### src/rtl/hb_deadtime_gen.sv
module hb_deadtime_gen #(
  parameter int unsigned CLK_HZ = 200_000_000
) (
  input  logic       clk,
  input  logic       rst,
  input  logic       cmd_top,
  input  logic       cmd_bot,
  input  logic [2:0] dt_code,
  input  logic       ilk_bypass,
  input  logic       fault_blk,
  output logic       gate_top,
  output logic       gate_bot
);

  function automatic longint unsigned dt_ns(input logic [2:0] c);
    case (c)
      3'd1:    return 64'd900;
      3'd2:    return 64'd1800;
      3'd3:    return 64'd2500;
      3'd4:    return 64'd3200;
      3'd5:    return 64'd4000;
      3'd6:    return 64'd5000;
      3'd7:    return 64'd7700;
      default: return 64'd10000;
    endcase
  endfunction

  function automatic int unsigned dt_cyc(input logic [2:0] c);
    longint unsigned prod;
    prod = dt_ns(c) * longint'(CLK_HZ);
    return 32'((prod + 64'd999_999_999) / 64'd1_000_000_000);
  endfunction

  localparam int unsigned DT_MAX = dt_cyc(3'd0);
  localparam int          CW     = $clog2(DT_MAX + 1);

  logic [CW-1:0] need_tab [8];
  for (genvar g = 0; g < 8; g++) begin : g_tab
    assign need_tab[g] = CW'(dt_cyc(3'(g)) - 1);
  end

  logic [1:0]    sy_top, sy_bot;
  logic [CW-1:0] off_top, off_bot;
  logic [CW-1:0] need;
  logic          req_top, req_bot, nxt_top, nxt_bot;

  assign need    = need_tab[dt_code];
  assign req_top = sy_top[1] & ~fault_blk;
  assign req_bot = sy_bot[1] & ~fault_blk;

  always_comb begin
    if (ilk_bypass) begin
      nxt_top = req_top;
      nxt_bot = req_bot;
    end else begin
      nxt_top = req_top & ~gate_bot &
                (gate_top | ((off_bot >= need) & ~req_bot));
      nxt_bot = req_bot & ~gate_top &
                (gate_bot | ((off_top >= need) & ~req_top));
    end
  end

  always_ff @(posedge clk) begin
    if (rst) begin
      sy_top   <= '0;
      sy_bot   <= '0;
      off_top  <= '0;
      off_bot  <= '0;
      gate_top <= 1'b0;
      gate_bot <= 1'b0;
    end else begin
      sy_top   <= {sy_top[0], cmd_top};
      sy_bot   <= {sy_bot[0], cmd_bot};
      off_top  <= gate_top ? '0 : (&off_top ? off_top : off_top + 1'b1);
      off_bot  <= gate_bot ? '0 : (&off_bot ? off_bot : off_bot + 1'b1);
      gate_top <= nxt_top;
      gate_bot <= nxt_bot;
    end
  end

endmodule

### config.mk
export PLATFORM = sky130hd
export DESIGN_NAME = hb_deadtime_gen
export DESIGN_NICKNAME = d
export VERILOG_FILES = /design/src/rtl/hb_deadtime_gen.sv
export SDC_FILE = /design/constraint.sdc
export NUM_CORES = 1
export LEC_CHECK = 0
export BUFFER_PORTS_ARGS = -buffer_cell sky130_fd_sc_hd__buf_2
export CORE_ASPECT_RATIO = 0.9
export CORE_MARGIN = 5
export CORE_UTILIZATION = 55
export CTS_BUF_LIST = sky130_fd_sc_hd__clkbuf_4 sky130_fd_sc_hd__clkbuf_8 sky130_fd_sc_hd__clkbuf_16
export CTS_CLUSTER_DIAMETER = 200
export DETAILED_ROUTE_END_ITERATION = 10
export GPL_ROUTABILITY_DRIVEN = 1
export GPL_TIMING_DRIVEN = 0
export PLACE_DENSITY = 0.82
export SETUP_SLACK_MARGIN = 0.02
export SYNTH_ARGS = -nofsm -noshare
export SYNTH_HDL_FRONTEND = slang
export SYNTH_SLANG_ARGS = --single-unit
### constraint.sdc
create_clock -name clk -period 2.27 [get_ports clk]
set_input_delay 0.1135 -clock clk [delete_from_list [all_inputs] [get_ports clk]]
set_output_delay 0.1135 -clock clk [all_outputs]
set_load 0.05 [all_outputs]
; Word level (Yosys, flattened, before mapping)
; Memories as Yosys holds them, arrays and structs flattened.
; Cells that the tools add are included.
[op_classes]
n_bitwise = 16
reduce_logical = 4
mux = 4
addsub = 2
order_cmp = 3
[ops]
columns = operator, n
row1 = "adder 11 x 1 -> 11 bit, second input constant", 2
row2 = greater-or-equal comparator 11 bit, 2
row3 = 2-to-1 mux 11 bit, 2
row4 = AND reduction 11 bit, 2
row5 = AND 1 bit, 8
row6 = NOT 1 bit, 5
row7 = "greater-or-equal comparator 4 bit, second input constant", 1
row8 = NOT 3 -> 4 bit, 1
row9 = OR reduction 2 bit, 2
row10 = 2-to-1 mux 1 bit, 2
row11 = bitwise OR 1 bit, 2
[word_totals]
memories = 1
word_cells = 36
output_inout_bits = 2
reg_bits = 28
rom_bits = 88
inputBits = 9
[memory_table]
columns = memory, depth, word_bits, rd, rd_ports_with_merged_regs, write_ports, line
row1 = (no name shown), 8, 11, 1, 0, 0, 47  ; assign need = need_tab[dt_code];

; Depth between registers and ports, before layout
[depth]
ltp_word = 9
mapped_depth = 10
depth_no_buf = 10

; Worst setup path before layout
; No wires, ideal clock.
[synth_timing]
path_type = input to register
startpoint = input port dt_code[0]
endpoint = register gate_top
t_required_ns = 2.147
setup_time_ns = 0.123
setup_slack_ns = 0.363
path_buffers = 0
arrival_time_ns = 1.784
stages = 10
cell_sequence = inv_1 -> ha_1 -> nor2b_1 -> a21oi_1 -> ha_1 -> a2111oi_0 -> o21ai_0 -> a41o_1 -> o2111ai_1 -> a21oi_1
[synth_via]
elab_chain_len = 9
[synth_rtl]
columns = item, line
row1 = "start, declared", 8  ; input logic [2:0] dt_code,
row2 = NOT 3 -> 4 bit (implied by the code), 47
row3 = memory (8 x 11 bit), -
row4 = 2-to-1 mux 11 bit (implied by the code) (2 in series), 47
row5 = greater-or-equal comparator 11 bit, 57  ; (gate_top | ((off_bot >= need) & ~req_bot));
row6 = AND 1 bit, 57
row7 = bitwise OR 1 bit, 57
row8 = AND 1 bit, 56  ; nxt_top = req_top & ~gate_bot &
row9 = 2-to-1 mux 1 bit, 52  ; if (ilk_bypass) begin
row10 = "end signal, assigned", 76  ; gate_top <= nxt_top;
row11 = "end, declared", 11  ; output logic gate_top,
; No other way between the ends. The select of a mux whose other input is x is not followed.
; A chain may end at the register's enable or synchronous reset.

; Worst setup path in the final report
; Ends and elaborated chain as after synthesis.

==> impl_metrics.py <==
metrics = {
    "outcome": {
        "outcome": "completed",
    },
    "critical_path": {
        "worst_path_max_delay_cell": "a2111oi_0",
        "path_class": "input pin to flip-flop",
        "crit_family": "compound AO/OA/AOI/OAI gates",
        "cp.required_ns": 2.49,
        "critPathMaxFanout": 6,
        "critPathBufInv": 2,
        "start_kind": "input pin",
        "path_cells": "buf_2 -> inv_1 -> ha_1 -> nor2b_1 -> a21oi_2 -> ha_1 -> a2111oi_0 -> o21ai_0 -> a311oi_1 -> a21oi_1",
        "crit_arrival_ns": 2.33,
        "crit_path_frequent_cell": "ha_1",
        "crit_path_end_kind": "flip-flop",
        "cpPeakStageDelay_ns": 0.40,
    },
    "synthesis": {
        "synth_cell_types": 36,
        "synthesis.area_um2": 1720,
        "synth-compound-area-share_pct": 16.5,
        "async_flop_share_pct": 0,
        "yosys_warnings": 0,
        "ys.flop_type": "dfxtp_1",
        "ys_ff_latch": 28,
        "synthMuxAreaShare_pct": 2.33,
        "yosys-top-cells-area": "dfxtp_1 (33%), ha_1 (16%), nor2_1 (4.8%), a21oi_1 (4.7%), xor2_1 (4.6%)",
        "syn_avg_cell_area_um2": 9.16,
        "synth_adder_area_share_pct": 16.0,
        "synth_top_family_by_area": "simple AND/OR/NAND/NOR gates",
        "synth-simple-area-share_pct": 21.0,
        "yosysTopAreaCell": "dfxtp_1",
        "postSynthCellCount": 188,
        "synth_top_area_share_pct": 32.6,
        "synth_fp_nets": 219,
        "synth_xor_area_share_pct": 8.65,
        "yosysSeqAreaShare_pct": 32.6,
        "synth_edf_count": 0,
    },
    "clocking": {
        "ctsRootBufferMaster": "clkbuf_4",
        "clock_tree.htree_level_count": 1,
        "clkLatencyLatePin_ns": 0.33,
        "cts.reportedPaths.clkPinSlew_ns": 0.15,
        "clock_sinks": 28,
        "cts_made_buffers": 3,
        "clockBufferDepth": 2,
        "cts_tree": "yes",
    },
    "timing": {
        "max_freq_mhz": 473,
        "hold_viol_final": 0,
        "grt_setup_unrepaired": "no",
        "min_period_ns": 2.11,
        "timing.slew.headroom_pct": 69.3,
        "tightest_slew_ns": 0.456,
        "finalSetupViolCount": 0,
        "skew_ns": 0.00298,
        "tns_ns": 0,
        "whs_ns": 0.00822,
        "slew_viol_final": 0,
        "fin_crit_sh_pct": 93.0,
    },
    "cells_and_area": {
        "seqCellArea_um2": 561,
        "nets": 236,
        "diodes": 0,
        "layout-drive-gt1-share_pct": 13.2,
        "fin_cells": 246,
        "multiInputGateArea_um2": 1110,
        "areaGrowthSynthToFinish_pct": 9.52,
        "n_fill_cell": 277,
        "final_util_pct": 62.0,
    },
    "detailed_routing": {
        "drcViolationCount": 0,
        "postRouteAntennaNets": 0,
        "drt-total-wl_mm": 3.26,
        "vias": 1406,
        "firstDrtPassIters": 4,
        "drt-initial-drc-count": 67,
        "avgRoutedWirePerCell_um": 13.3,
        "vias_per_cell": 5.72,
    },
    "place": {
        "gp_congestion": 0.911,
        "io_buffers": 10,
        "hpwl_mm": 2.47,
        "dp_cells": 240,
    },
    "global_routing": {
        "antenna_found_initial": 0,
        "grt_util_met3_pct": 2.31,
        "busiest_layer": "met1",
        "track_usage_pct": 16.0,
        "gr-usage-met2_pct": 22.6,
        "grt_pass1_vias": 1268,
        "grt_pass1_wl_mm": 5.55,
        "grt_use_met1_pct": 24.5,
        "grt_overflow": 0,
        "grt_max_degree": 16,
    },
    "pwr": {
        "ir_drop_mv": 0.354,
        "power_w": 0.000875,
        "p_leak_nw": 0.851,
        "power_density_nw_per_um2": 464,
    },
    "floorplan": {
        "start_util_pct": 56.6,
        "core-area_um2": 3040,
        "die_h_um": 63.1,
        "dieArea_um2": 4350,
        "die_w_um": 69.0,
        "num_rows": 19,
        "io_pins": 11,
    },
    "run": {
        "drv_cap": 0,
    },
    "worst_hold_path": {
        "min_path_type": "input pin to flip-flop",
    },
}
layout by cell type, fill, tap and decap left out, drive strengths merged:
cell type / count
o21ai: 9
and2: 3
a211oi: 3
or2: 2
mux2i: 4
nand3: 5
o21bai: 1
o2111ai: 4
xnor2: 8
a31oi: 2
a21oi: 17
a311oi: 2
a211o: 2
nand2: 11
xor2: 9
nand4: 6
dlymetal6s2s: 1
buf: 12
nor2b: 5
and3: 4
a2111oi: 2
dfxtp: 28
inv: 5
a41o: 2
and4: 4
dlygate4sd3: 2
ha: 22
nor3b: 1
clkbuf: 5
nor2: 23
stage by stage:
stage / worst slack, ns / area, um2
after floorplan: 0.363 / 1720
after global placement: -0.147 / 1820
after detailed placement: -0.166 / 1820
after CTS: 0.175 / 1870
after global routing: 0.0917 / 1890
final: 0.158 / 1890
sequential cells by signal, indices dropped and copies added, names as in the netlist:
name,cells
off_top,11
off_bot,11
gate_bot,1
sy_bot,2
gate_top,1
sy_top,2
area by class of cell:
type	instances	area share [%]
multi-input combinational	151	59.1
sequential	28	29.7
timing repair buffer	12	3.72
tap	42	2.79
clock buffer	4	1.92
buffer	4	1.73
inverter	5	0.995
report_power, final:
group,internal (W),total (W),switching [W]
Combinational,0.0000504,0.000115,0.0000647
Sequential,0.000505,0.000518,0.0000137
Clock,0.0000982,0.000242,0.000143
cell usage after synthesis, types with 2 or more instances:
cell type	n
and3_1	3
o21ai_0	9
xnor2_1	8
a21oi_1	16
a2111oi_0	2
dfxtp_1	28
or2_2	2
ha_1	22
and2_2	2
o2111ai_1	4
a211oi_1	3
a41o_1	2
nand2_1	11
a211o_1	2
nor2_1	22
a31oi_1	2
mux2i_1	4
xor2_1	9
nand4_1	4
nand4_4	2
a311oi_1	2
nor2b_1	5
inv_1	5
nand3_1	4
and4_1	4
layer usage:
layer  wire length [um]  share of wire (%)
met5                  0                  0
met4                 40                1.2
met3                160                4.9
met2               1360                 42
met1               1700                 52
kinds of logic (layout without fill, tap and decap cells):
logic type | after synthesis | count (layout)
flops | 28 | 28
xor+xnor | 17 | 17
compound gates | 44 | 44
buf+inv | 9 | 25
simple gates | 64 | 64
fa+ha+maj | 22 | 22
mux | 4 | 4
worst paths after layout:
path                     from   endpoint  slack, ns  cells after the start
setup reg to reg  off_bot[10]   gate_top       0.40                      5
hold / removal        cmd_bot  sy_bot[0]      0.008                      2
hold reg to reg     sy_bot[0]  sy_bot[1]       0.46                      1
setup / recovery   dt_code[0]   gate_top       0.16                     10
timing repair:
action	CTS	global route
endpoints found under the hold margin	1	1
buffers inserted	0	0
endpoints found under the setup margin	0	2
hold buffers	1	1
resized for setup	0	2
(Power assumes the default switching activity.)
